<file path="config.mk">
export PLATFORM = sky130hd
export DESIGN_NAME = mbx_dispatch
export DESIGN_NICKNAME = d
export VERILOG_FILES = /design/src/rtl/mbx_pkg.sv /design/src/rtl/mbx_fifo.sv /design/src/rtl/mbx_low_pick.sv /design/src/rtl/mbx_dispatch.sv
export SDC_FILE = /design/constraint.sdc
export NUM_CORES = 1
export LEC_CHECK = 0
export BUFFER_PORTS_ARGS = -buffer_cell sky130_fd_sc_hd__clkbuf_2
export CAP_MARGIN = 20
export CORE_ASPECT_RATIO = 1.2
export CORE_UTILIZATION = 48
export DETAILED_ROUTE_END_ITERATION = 8
export PLACE_DENSITY_LB_ADDON = 0.12
export SKIP_CTS_REPAIR_TIMING = 1
export SLEW_MARGIN = 20
export SYNTH_ARGS = -nofsm -noshare
export SYNTH_HDL_FRONTEND = slang
export SYNTH_SLANG_ARGS = --single-unit
</file>
<file path="constraint.sdc">
create_clock -name clk -period 6 [get_ports clk]
set_clock_uncertainty 0.1 [all_clocks]
set_input_delay 1.5 -clock clk [delete_from_list [all_inputs] [get_ports clk]]
set_output_delay 1.5 -clock clk [all_outputs]
set_load 0.01 [all_outputs]
</file>
<file path="src/rtl/mbx_pkg.sv">
package mbx_pkg;
    localparam int WORD_W    = 32;
    localparam int CHAN_BITS = 4;
    localparam int OFF_W     = 8;

    typedef logic [WORD_W-1:0] word_t;
    typedef logic [OFF_W-1:0]  off_t;

    localparam off_t STATUS_OFF = 8'hB8;
    localparam logic [3:0] SEND_PAGE = 4'hA;
endpackage

</file>
<file path="src/rtl/mbx_fifo.sv">
module mbx_fifo #(
    parameter int DEPTH = 4,
    parameter int W     = 32
) (
    input  logic                         clk,
    input  logic                         rst_n,
    input  logic                         push_i,
    input  logic [W-1:0]                 data_i,
    input  logic                         pop_i,
    output logic [W-1:0]                 data_o,
    output logic [$clog2(DEPTH+1)-1:0]   count_o
);
    localparam int PTR_W = (DEPTH > 1) ? $clog2(DEPTH) : 1;
    localparam int CNT_W = $clog2(DEPTH+1);

    typedef struct packed {
        logic [DEPTH-1:0][W-1:0] mem;
        logic [PTR_W-1:0]        wp;
        logic [PTR_W-1:0]        rp;
        logic [CNT_W-1:0]        cnt;
    } fifo_st_t;

    fifo_st_t st_d, st_q;
    logic do_push, do_pop;

    function automatic logic [PTR_W-1:0] bump(input logic [PTR_W-1:0] p);
        return (p == PTR_W'(DEPTH-1)) ? '0 : p + PTR_W'(1);
    endfunction

    always_comb begin
        st_d    = st_q;
        do_push = push_i && (st_q.cnt != CNT_W'(DEPTH));
        do_pop  = pop_i && (st_q.cnt != '0);
        if (do_push) begin
            st_d.mem[st_q.wp] = data_i;
            st_d.wp           = bump(st_q.wp);
        end
        if (do_pop) begin
            st_d.rp = bump(st_q.rp);
        end
        case ({do_push, do_pop})
            2'b10:   st_d.cnt = st_q.cnt + CNT_W'(1);
            2'b01:   st_d.cnt = st_q.cnt - CNT_W'(1);
            default: st_d.cnt = st_q.cnt;
        endcase
    end

    always_ff @(posedge clk) begin
        if (!rst_n) begin
            st_q <= '0;
        end else begin
            st_q <= st_d;
        end
    end

    assign data_o  = st_q.mem[st_q.rp];
    assign count_o = st_q.cnt;
endmodule

</file>
<file path="src/rtl/mbx_low_pick.sv">
module mbx_low_pick #(
    parameter int N = 9
) (
    input  logic [N-1:0] req_i,
    output logic [N-1:0] grant_o,
    output logic         any_o
);
    // Isolate the lowest set bit: the request ANDed with its two's complement.
    assign grant_o = req_i & (~req_i + N'(1));
    assign any_o   = |req_i;
endmodule

</file>
<file path="src/rtl/mbx_dispatch.sv">
module mbx_dispatch
    import mbx_pkg::*;
#(
    parameter int    NUM_CH       = 9,
    parameter int    OUT_DEPTH    = 4,
    parameter int    IN_DEPTH     = 4,
    parameter word_t INVALID_WORD = 32'h0000_000F
) (
    input  logic                     clk,
    input  logic                     rst_n,
    input  logic                     host_wr_en,
    input  logic [7:0]               host_wr_addr,
    input  logic [31:0]              host_wr_data,
    input  logic [7:0]               host_rd_addr,
    output logic [31:0]              host_rd_data,
    input  logic                     in_pop,
    output logic [31:0]              in_data,
    output logic                     in_empty,
    output logic [31:0]              ch_wdata,
    output logic [NUM_CH-1:0]        ch_wstb,
    input  logic [NUM_CH-1:0]        ch_busy,
    input  logic [NUM_CH-1:0]        ch_avail,
    input  logic [NUM_CH*32-1:0]     ch_rdata,
    output logic [NUM_CH-1:0]        ch_rack,
    output logic                     err
);
    localparam int OB_CNT_W = $clog2(OUT_DEPTH+1);
    localparam int IB_CNT_W = $clog2(IN_DEPTH+1);

    typedef struct packed {
        logic [NUM_CH-1:0] wstb;
        word_t             wdata;
        logic              err;
    } disp_st_t;

    disp_st_t st_d, st_q;

    word_t                ob_head;
    logic [OB_CNT_W-1:0]  ob_cnt;
    logic                 ob_full, ob_empty;
    logic [IB_CNT_W-1:0]  in_cnt;
    logic                 in_full;
    logic [NUM_CH-1:0]    grant;
    logic                 grant_any;

    logic                 send_hit, ch_ok, wr_busy, head_busy;
    logic                 direct_go, ob_push, drain_go, take, in_push;
    logic [CHAN_BITS-1:0] wr_ch, head_ch;
    word_t                rsp_word;

    assign ob_full  = (ob_cnt == OB_CNT_W'(OUT_DEPTH));
    assign ob_empty = (ob_cnt == '0);
    assign in_full  = (in_cnt == IB_CNT_W'(IN_DEPTH));
    assign in_empty = (in_cnt == '0);

    mbx_low_pick #(.N(NUM_CH)) i_pick (
        .req_i   (ch_avail),
        .grant_o (grant),
        .any_o   (grant_any)
    );

    always_comb begin
        st_d      = st_q;
        st_d.wstb = '0;
        st_d.err  = 1'b0;

        wr_ch    = host_wr_data[CHAN_BITS-1:0];
        head_ch  = ob_head[CHAN_BITS-1:0];
        send_hit = host_wr_en && (host_wr_addr[7:4] == SEND_PAGE)
                   && (host_wr_addr[1:0] == 2'b00);
        ch_ok    = (int'(wr_ch) < NUM_CH);

        wr_busy   = 1'b0;
        head_busy = 1'b0;
        for (int i = 0; i < NUM_CH; i++) begin
            if (wr_ch == CHAN_BITS'(i))   wr_busy   = ch_busy[i];
            if (head_ch == CHAN_BITS'(i)) head_busy = ch_busy[i];
        end

        direct_go = send_hit && !ob_full && ch_ok && !wr_busy;
        ob_push   = send_hit && !ob_full && ch_ok && wr_busy;
        drain_go  = !ob_empty && !head_busy && !direct_go;

        if (direct_go) begin
            st_d.wdata = host_wr_data;
            for (int i = 0; i < NUM_CH; i++) st_d.wstb[i] = (wr_ch == CHAN_BITS'(i));
        end else if (drain_go) begin
            st_d.wdata = ob_head;
            for (int i = 0; i < NUM_CH; i++) st_d.wstb[i] = (head_ch == CHAN_BITS'(i));
        end

        rsp_word = '0;
        for (int i = 0; i < NUM_CH; i++) begin
            if (grant[i]) rsp_word = rsp_word | ch_rdata[i*WORD_W +: WORD_W];
        end
        take    = grant_any && !in_full;
        in_push = take && (rsp_word != INVALID_WORD);

        st_d.err = (send_hit && (ob_full || !ch_ok))
                 || (take && (rsp_word == INVALID_WORD));
    end

    always_ff @(posedge clk) begin
        if (!rst_n) begin
            st_q <= '0;
        end else begin
            st_q <= st_d;
        end
    end

    mbx_fifo #(.DEPTH(OUT_DEPTH), .W(WORD_W)) i_out_q (
        .clk     (clk),
        .rst_n   (rst_n),
        .push_i  (ob_push),
        .data_i  (host_wr_data),
        .pop_i   (drain_go),
        .data_o  (ob_head),
        .count_o (ob_cnt)
    );

    mbx_fifo #(.DEPTH(IN_DEPTH), .W(WORD_W)) i_in_q (
        .clk     (clk),
        .rst_n   (rst_n),
        .push_i  (in_push),
        .data_i  (rsp_word),
        .pop_i   (in_pop),
        .data_o  (in_data),
        .count_o (in_cnt)
    );

    assign ch_rack      = take ? grant : '0;
    assign ch_wstb      = st_q.wstb;
    assign ch_wdata     = st_q.wdata;
    assign err          = st_q.err;
    assign host_rd_data = (host_rd_addr == STATUS_OFF)
                        ? {ob_full, ob_empty, 22'd0, 8'(ob_cnt)} : 32'd0;
endmodule

</file>
== Word-level counts from Yosys, hierarchy flattened ==
Index checks and enable logic that the tools add are counted.
W data, S select, Z words.

* Add/subtract/negate cells: 9
* Magnitude comparators: 7
* Equal/unequal tests: 32
* Muxes and demuxes: 47
* Bitwise logic cells: 10
* Reduce and logical (&&, ||, !) cells: 38

{| class="wikitable"
|+ Operators with widths
! cell !! number
|-
| $mux W32 || 14
|-
| $bwmux W128 || 2
|-
| $or A32 B32 Y32 || 8
|-
| $bmux W32 S2 || 2
|-
| $demux W32 S2 || 2
|-
| $mux W41 || 2
|-
| $eq A32 B4 Y1 const B || 1
|-
| $eq A4 B3 Y1 const B || 8
|-
| $ne A32 B4 Y1 const B || 1
|-
| $logic_and A1 B1 Y1 || 18
|-
| $mux W1 || 18
|-
| $eq A4 B2 Y1 const B || 4
|-
| $eq A2 B2 Y1 const B || 6
|-
| $eq A4 B4 Y1 const B || 3
|-
| $lt A2 B3 Y1 const B || 4
|-
| $pmux W3 S2 || 2
|-
| $add A9 B1 Y9 const B || 1
|-
| $and A9 B9 Y9 || 1
|-
| $mux W9 || 1
|-
| $not A9 Y9 || 1
|-
| $reduce_or A9 Y1 || 1
|-
| $add A2 B1 Y2 const B || 4
|-
| $eq A4 B1 Y1 const B || 2
|-
| $eq A8 B8 Y1 const B || 1
|-
| other kinds (15) || 36
|}

* Register bits: 312
* Bits of input ports: 358
* Output and inout bits: 116
* Logic and storage cells: 160

== Longest topological paths before layout ==
* Depth after elaboration: 25
* Depth in mapped cells: 18
* Depth with buffers taken out: 14

== Hierarchy ==
Synthesis repeated with hierarchy kept, for this count alone.

* Cells, all modules: 1586
* Area, all modules: 16205.5 um^2

{| class="wikitable"
|+ By module, submodules not included
! module !! times used !! cells each !! area each (um^2)
|-
| mbx_fifo || 2 || 545 || 6032.0
|-
| mbx_dispatch || 1 || 480 || 4038.9
|-
| mbx_low_pick || 1 || 16 || 102.6
|}

== Least setup slack after synthesis ==
OpenSTA, ideal clock, no wires.

* Kind: input to register
* Start point: in ch_avail[6]
* End point: reg i_in_q.st_q (netlist bit i_in_q.count_o[2])
* Setup time: 0.076 ns
* Arrival time: 4.756 ns
* Required time: 5.824 ns
* Path slack: 1.069 ns
* Stages: 15
* Path through: buf_6 > or3b_4 > nor4b_4 > nand2_1 > and3_1 > or4b_1 > nor4_2 > nand4_1 > nand2_1 > ha_1 > inv_1 > fa_1 > xor2_1 > or3_1 > a21boi_0

* Cells in the longest elaborated chain, start to end: 13
* Elaborated cells between the ends (all ways): 17
* Classes of those cells: add/sub: 1; eq/ne: 3; mux: 4; bitwise: 4; reduce/logical: 5

{| class="wikitable"
|+ RTL lines
! what !! line !! source
|-
| start: declaration || mbx_dispatch.sv:22 || <nowiki>input logic [NUM_CH-1:0] ch_avail,</nowiki>
|-
| $not A9 Y9 || mbx_low_pick.sv:9 || <nowiki>assign grant_o = req_i & (~req_i + N'(1));</nowiki>
|-
| $add A9 B1 Y9 || mbx_low_pick.sv:9 ||
|-
| $and A9 B9 Y9 || mbx_low_pick.sv:9 ||
|-
| $mux W32 || mbx_dispatch.sv:94 || <nowiki>if (grant[i]) rsp_word = rsp_word | ch_rdata[i*WORD_W +: WORD_W];</nowiki>
|-
| $or A32 B32 Y32 || mbx_dispatch.sv:94 ||
|-
| $mux W32 || mbx_dispatch.sv:94 ||
|-
| $or A32 B32 Y32 || mbx_dispatch.sv:94 ||
|-
| $mux W32 || mbx_dispatch.sv:94 ||
|-
| $ne A32 B4 Y1 || mbx_dispatch.sv:97 || <nowiki>in_push = take && (rsp_word != INVALID_WORD);</nowiki>
|-
| $logic_and A1 B1 Y1 (*) || mbx_dispatch.sv:97 ||
|-
| $logic_and A1 B1 Y1 (*) || mbx_fifo.sv:32 || <nowiki>do_push = push_i && (st_q.cnt != CNT_W'(DEPTH));</nowiki>
|-
| $eq A2 B1 Y1 / $eq A2 B2 Y1 (equally long branches) || mbx_fifo.sv:41 || <nowiki>case ({do_push, do_pop})</nowiki>
|-
| $pmux W3 S2 / $reduce_bool A2 Y1 (equally long branches) || - ||
|-
| end signal: assignment || mbx_fifo.sv:52 || <nowiki>st_q <= st_d;</nowiki>
|-
| end: declaration || mbx_fifo.sv:23 || <nowiki>fifo_st_t st_d, st_q;</nowiki>
|}

Every way passes the cells marked *; elsewhere a longest branch is shown, timed or not.
A chain may end at the register's enable or synchronous reset.

== Worst setup path after layout ==
* Start point: in ch_avail[7]
* End point: reg i_in_q.st_q (netlist bit i_in_q.count_o[2])

* Cells in the longest elaborated chain, start to end: 11
* Elaborated cells between the ends (all ways): 15
* Classes of those cells: add/sub: 1; eq/ne: 3; mux: 3; bitwise: 3; reduce/logical: 5

{| class="wikitable"
|+ RTL lines
! what !! line
|-
| $not A9 Y9 || mbx_low_pick.sv:9
|-
| $add A9 B1 Y9 || mbx_low_pick.sv:9
|-
| $and A9 B9 Y9 || mbx_low_pick.sv:9
|-
| $mux W32 || mbx_dispatch.sv:94
|-
| $or A32 B32 Y32 || mbx_dispatch.sv:94
|-
| $mux W32 || mbx_dispatch.sv:94
|-
| $ne A32 B4 Y1 || mbx_dispatch.sv:97
|-
| $logic_and A1 B1 Y1 (*) || mbx_dispatch.sv:97
|-
| $logic_and A1 B1 Y1 (*) || mbx_fifo.sv:32
|-
| $eq A2 B1 Y1 / $eq A2 B2 Y1 (equally long branches) || mbx_fifo.sv:41
|-
| $pmux W3 S2 / $reduce_bool A2 Y1 (equally long branches) || -
|}

Marks and branches as above.

==> reports/metrics.cfg <==
[status]
status = completed

[power]
ir_worst_vdd_v = 0.000239
leakagePower_nw = 7.71
p_per_area_mw_per_mm2 = 295

[floorplan]
rows = 72
die_x_um = 169
fp.dieH_um = 202
io_pins = 474
die_area_mm2 = 0.0341
core_mm2 = 0.0325
initial_utilization = 0.492

[drt]
via_per_inst = 5.82
drt-initial-drc-count = 1582
route.detailed.drc = 0
wl_per_cell_um = 24.1
num_vias = 15300
routed_wl_um = 63300
first_pass_iters = 8
ant_nets = 0

[place]
dp_hpwl_um = 46500
placedCellCount = 2558
portBuffers = 444
gp_congestion = 0.988

[synth]
yosysWarningCount = 0
syn_area_per_cell_um2 = 8.94
synth-async-reset-ratio = 0
yosysTopAreaCellShare = 0.390
synth.area.top_cells = dfxtp_1 39%, nand2_1 12%, mux4_2 9.1%
synth_edf_count = 0
synth.cell_area_mm2 = 0.0160
ys.flop_type = dfxtp_1
syn-instance-count = 1789
ys_seq_area_frac = 0.390
synth_seq_cells = 312
synth_top_area_cell = dfxtp_1
synth.distinct_cells = 64

[sta]
tightestPinTransition_ns = 0.890
drv_slew = 0
rsz0062_at_grt = false
slew_headroom = 0.404
finalCritPeriodShare = 0.862
fin_setup_tns_ns = 0
period_minus_slack_ns = 5.17
final_hold_viol_count = 0
setup_viol = 0
max_freq_ghz = 0.193

[grt]
grt_pass1_wl_um = 92100
grt_pass1_vias = 14600
track_usage = 0.360
antenna_found_initial = 5
overflow = 0
grt_max_degree = 137

[cells_and_area]
multiInputGateArea_mm2 = 0.00888
utilization = 0.599
seqCellArea_mm2 = 0.00625
layout_common_cells = 513 x nand2_1, 444 x clkbuf_2, 309 x dfxtp_1
fin_nets = 2520
drive_above_1_share = 0.290
final_common_cell = nand2_1
syn_to_final_growth_pct = 21.8
instances_no_fill = 2621
num-fill-cells = 2927

[clocking]
cts_max_level = 1
ctsRootBufferMaster = clkbuf_16
path_clk_slew_ns = 0.06
clockBufferDepth = 3
cts_tree = yes
clk_latency_ns = 0.57
numCtsBuffers = 31
clkSinkCount = 312

[setup_path]
cp_max_fo = 13
worst-setup-path-type = in2reg
worstPathArrival_ns = 5.57
cp-start-kind = input port
required_ns = 6.40
worst_setup_path_end_kind = flip-flop

[flow_run]
drv_cap = 0

[worst_hold_path]
hold_class = reg2reg

## worst max-delay path, cell delays in order
cell,delay [ns]
clkbuf_2,0.10
nor2b_2,0.24
buf_4,0.23
a22oi_1,0.30
o2bb2ai_1,0.15
a2111oi_0,0.71
buf_4,0.23
nand4_1,0.18
nor4_2,0.40
nand4_1,0.17
nand2_1,0.12
ha_1,0.19
inv_1,0.06
fa_1,0.37
xor2_1,0.16
or3_1,0.30
a21boi_0,0.16
## per-stage QoR
step                setup WS (ns)  hold WS [ns]  total power [mW]  area [um^2]
floorplan                    1.07         0.332              3.21        16100
global placement           0.0787         0.339              3.63        18300
detailed placement         0.0545         0.346              3.66        18300
CTS                         0.634         0.358              5.76        19500
global route                0.664         0.369              5.95        19500
finish                      0.826         0.358              5.75        19500
## where the power goes
| group | switching (mW) | internal [mW] |
|---|---|---|
| clock | 0.849 | 1.27 |
| sequential | 0.116 | 2.25 |
| combinational | 0.712 | 0.562 |
| total | 1.68 | 4.07 |
## Yosys cell counts (all sizes together), types with 2 or more instances
| library cell | instances |
|---|---|
| mux2i | 137 |
| a22o | 14 |
| nor4 | 8 |
| buf | 80 |
| nor2 | 37 |
| and3 | 9 |
| and2 | 22 |
| or3b | 4 |
| nand4b | 3 |
| inv | 18 |
| o2bb2ai | 5 |
| mux4 | 65 |
| xor2 | 2 |
| a2111oi | 4 |
| nand2b | 13 |
| nor3 | 11 |
| nor4b | 3 |
| or3 | 6 |
| nand4 | 4 |
| clkbuf | 103 |
| a21oi | 7 |
| a2bb2oi | 4 |
| a21boi | 133 |
| dfxtp | 312 |
| o22ai | 16 |
| o21ai | 47 |
| nand3 | 16 |
| ha | 12 |
| o22a | 8 |
| nor2b | 14 |
| nor3b | 3 |
| fa | 2 |
| a221o | 3 |
| nand2 | 518 |
| a222oi | 11 |
| a221oi | 33 |
| a31oi | 32 |
| o32ai | 3 |
| xnor2 | 2 |
| a22oi | 51 |
## metal layers
layer / vias up / wire length, um / global-route usage
met1: 7428 / 24600 / 0.441
li1: 6990 / - / -
met3: 115 / 5390 / 0.0838
met5: - / 0 / 0
met4: 0 / 3160 / 0.159
met2: 732 / 30100 / 0.602
## layout make-up
cell class,count,area share
Inverter,18,0.00347
Clock inverter,17,0.0121
Antenna cell,4,0.000514
Sequential cell,312,0.321
Tap cell,444,0.0285
Multi-Input combinational cell,1302,0.456
Timing Repair Buffer,483,0.133
Clock buffer,41,0.0458
## cells by family after synthesis
family / Yosys count / synth area share
and+or+nand+nor: 677 / 0.181
AOI/OAI and AO/OA: 378 / 0.173
DFF: 312 / 0.390
muxes: 202 / 0.177
buffers and inverters: 201 / 0.0635
adders and majority gates: 14 / 0.0119
xor gates and xnor gates: 4 / 0.00219
other: 1 / 0.000234
## flip-flops by register name, indices dropped and copies added (netlist names)
| register | count |
|---|---|
| i_in_q.st_q | 132 |
| i_in_q.count_o | 3 |
| ch_wstb | 9 |
| i_out_q.st_q | 132 |
| err | 1 |
| i_out_q.count_o | 3 |
| ch_wdata | 32 |
## final timing paths
kind	depth (start not counted)	from	slack, ns	to
setup / recovery	17	ch_avail[7]	0.83	i_in_q.count_o[2]$_SDFFE_PN0P_
hold / removal	2	i_in_q.st_q[35]$_SDFFE_PN0P_	0.36	i_in_q.st_q[35]$_SDFFE_PN0P_
setup reg to reg	13	i_out_q.st_q[3]$_SDFFE_PN0P_	1.63	i_out_q.count_o[2]$_SDFFE_PN0P_
hold reg to reg	2	i_in_q.st_q[35]$_SDFFE_PN0P_	0.36	i_in_q.st_q[35]$_SDFFE_PN0P_
No activity file was read; power rests on OpenSTA's default activity.
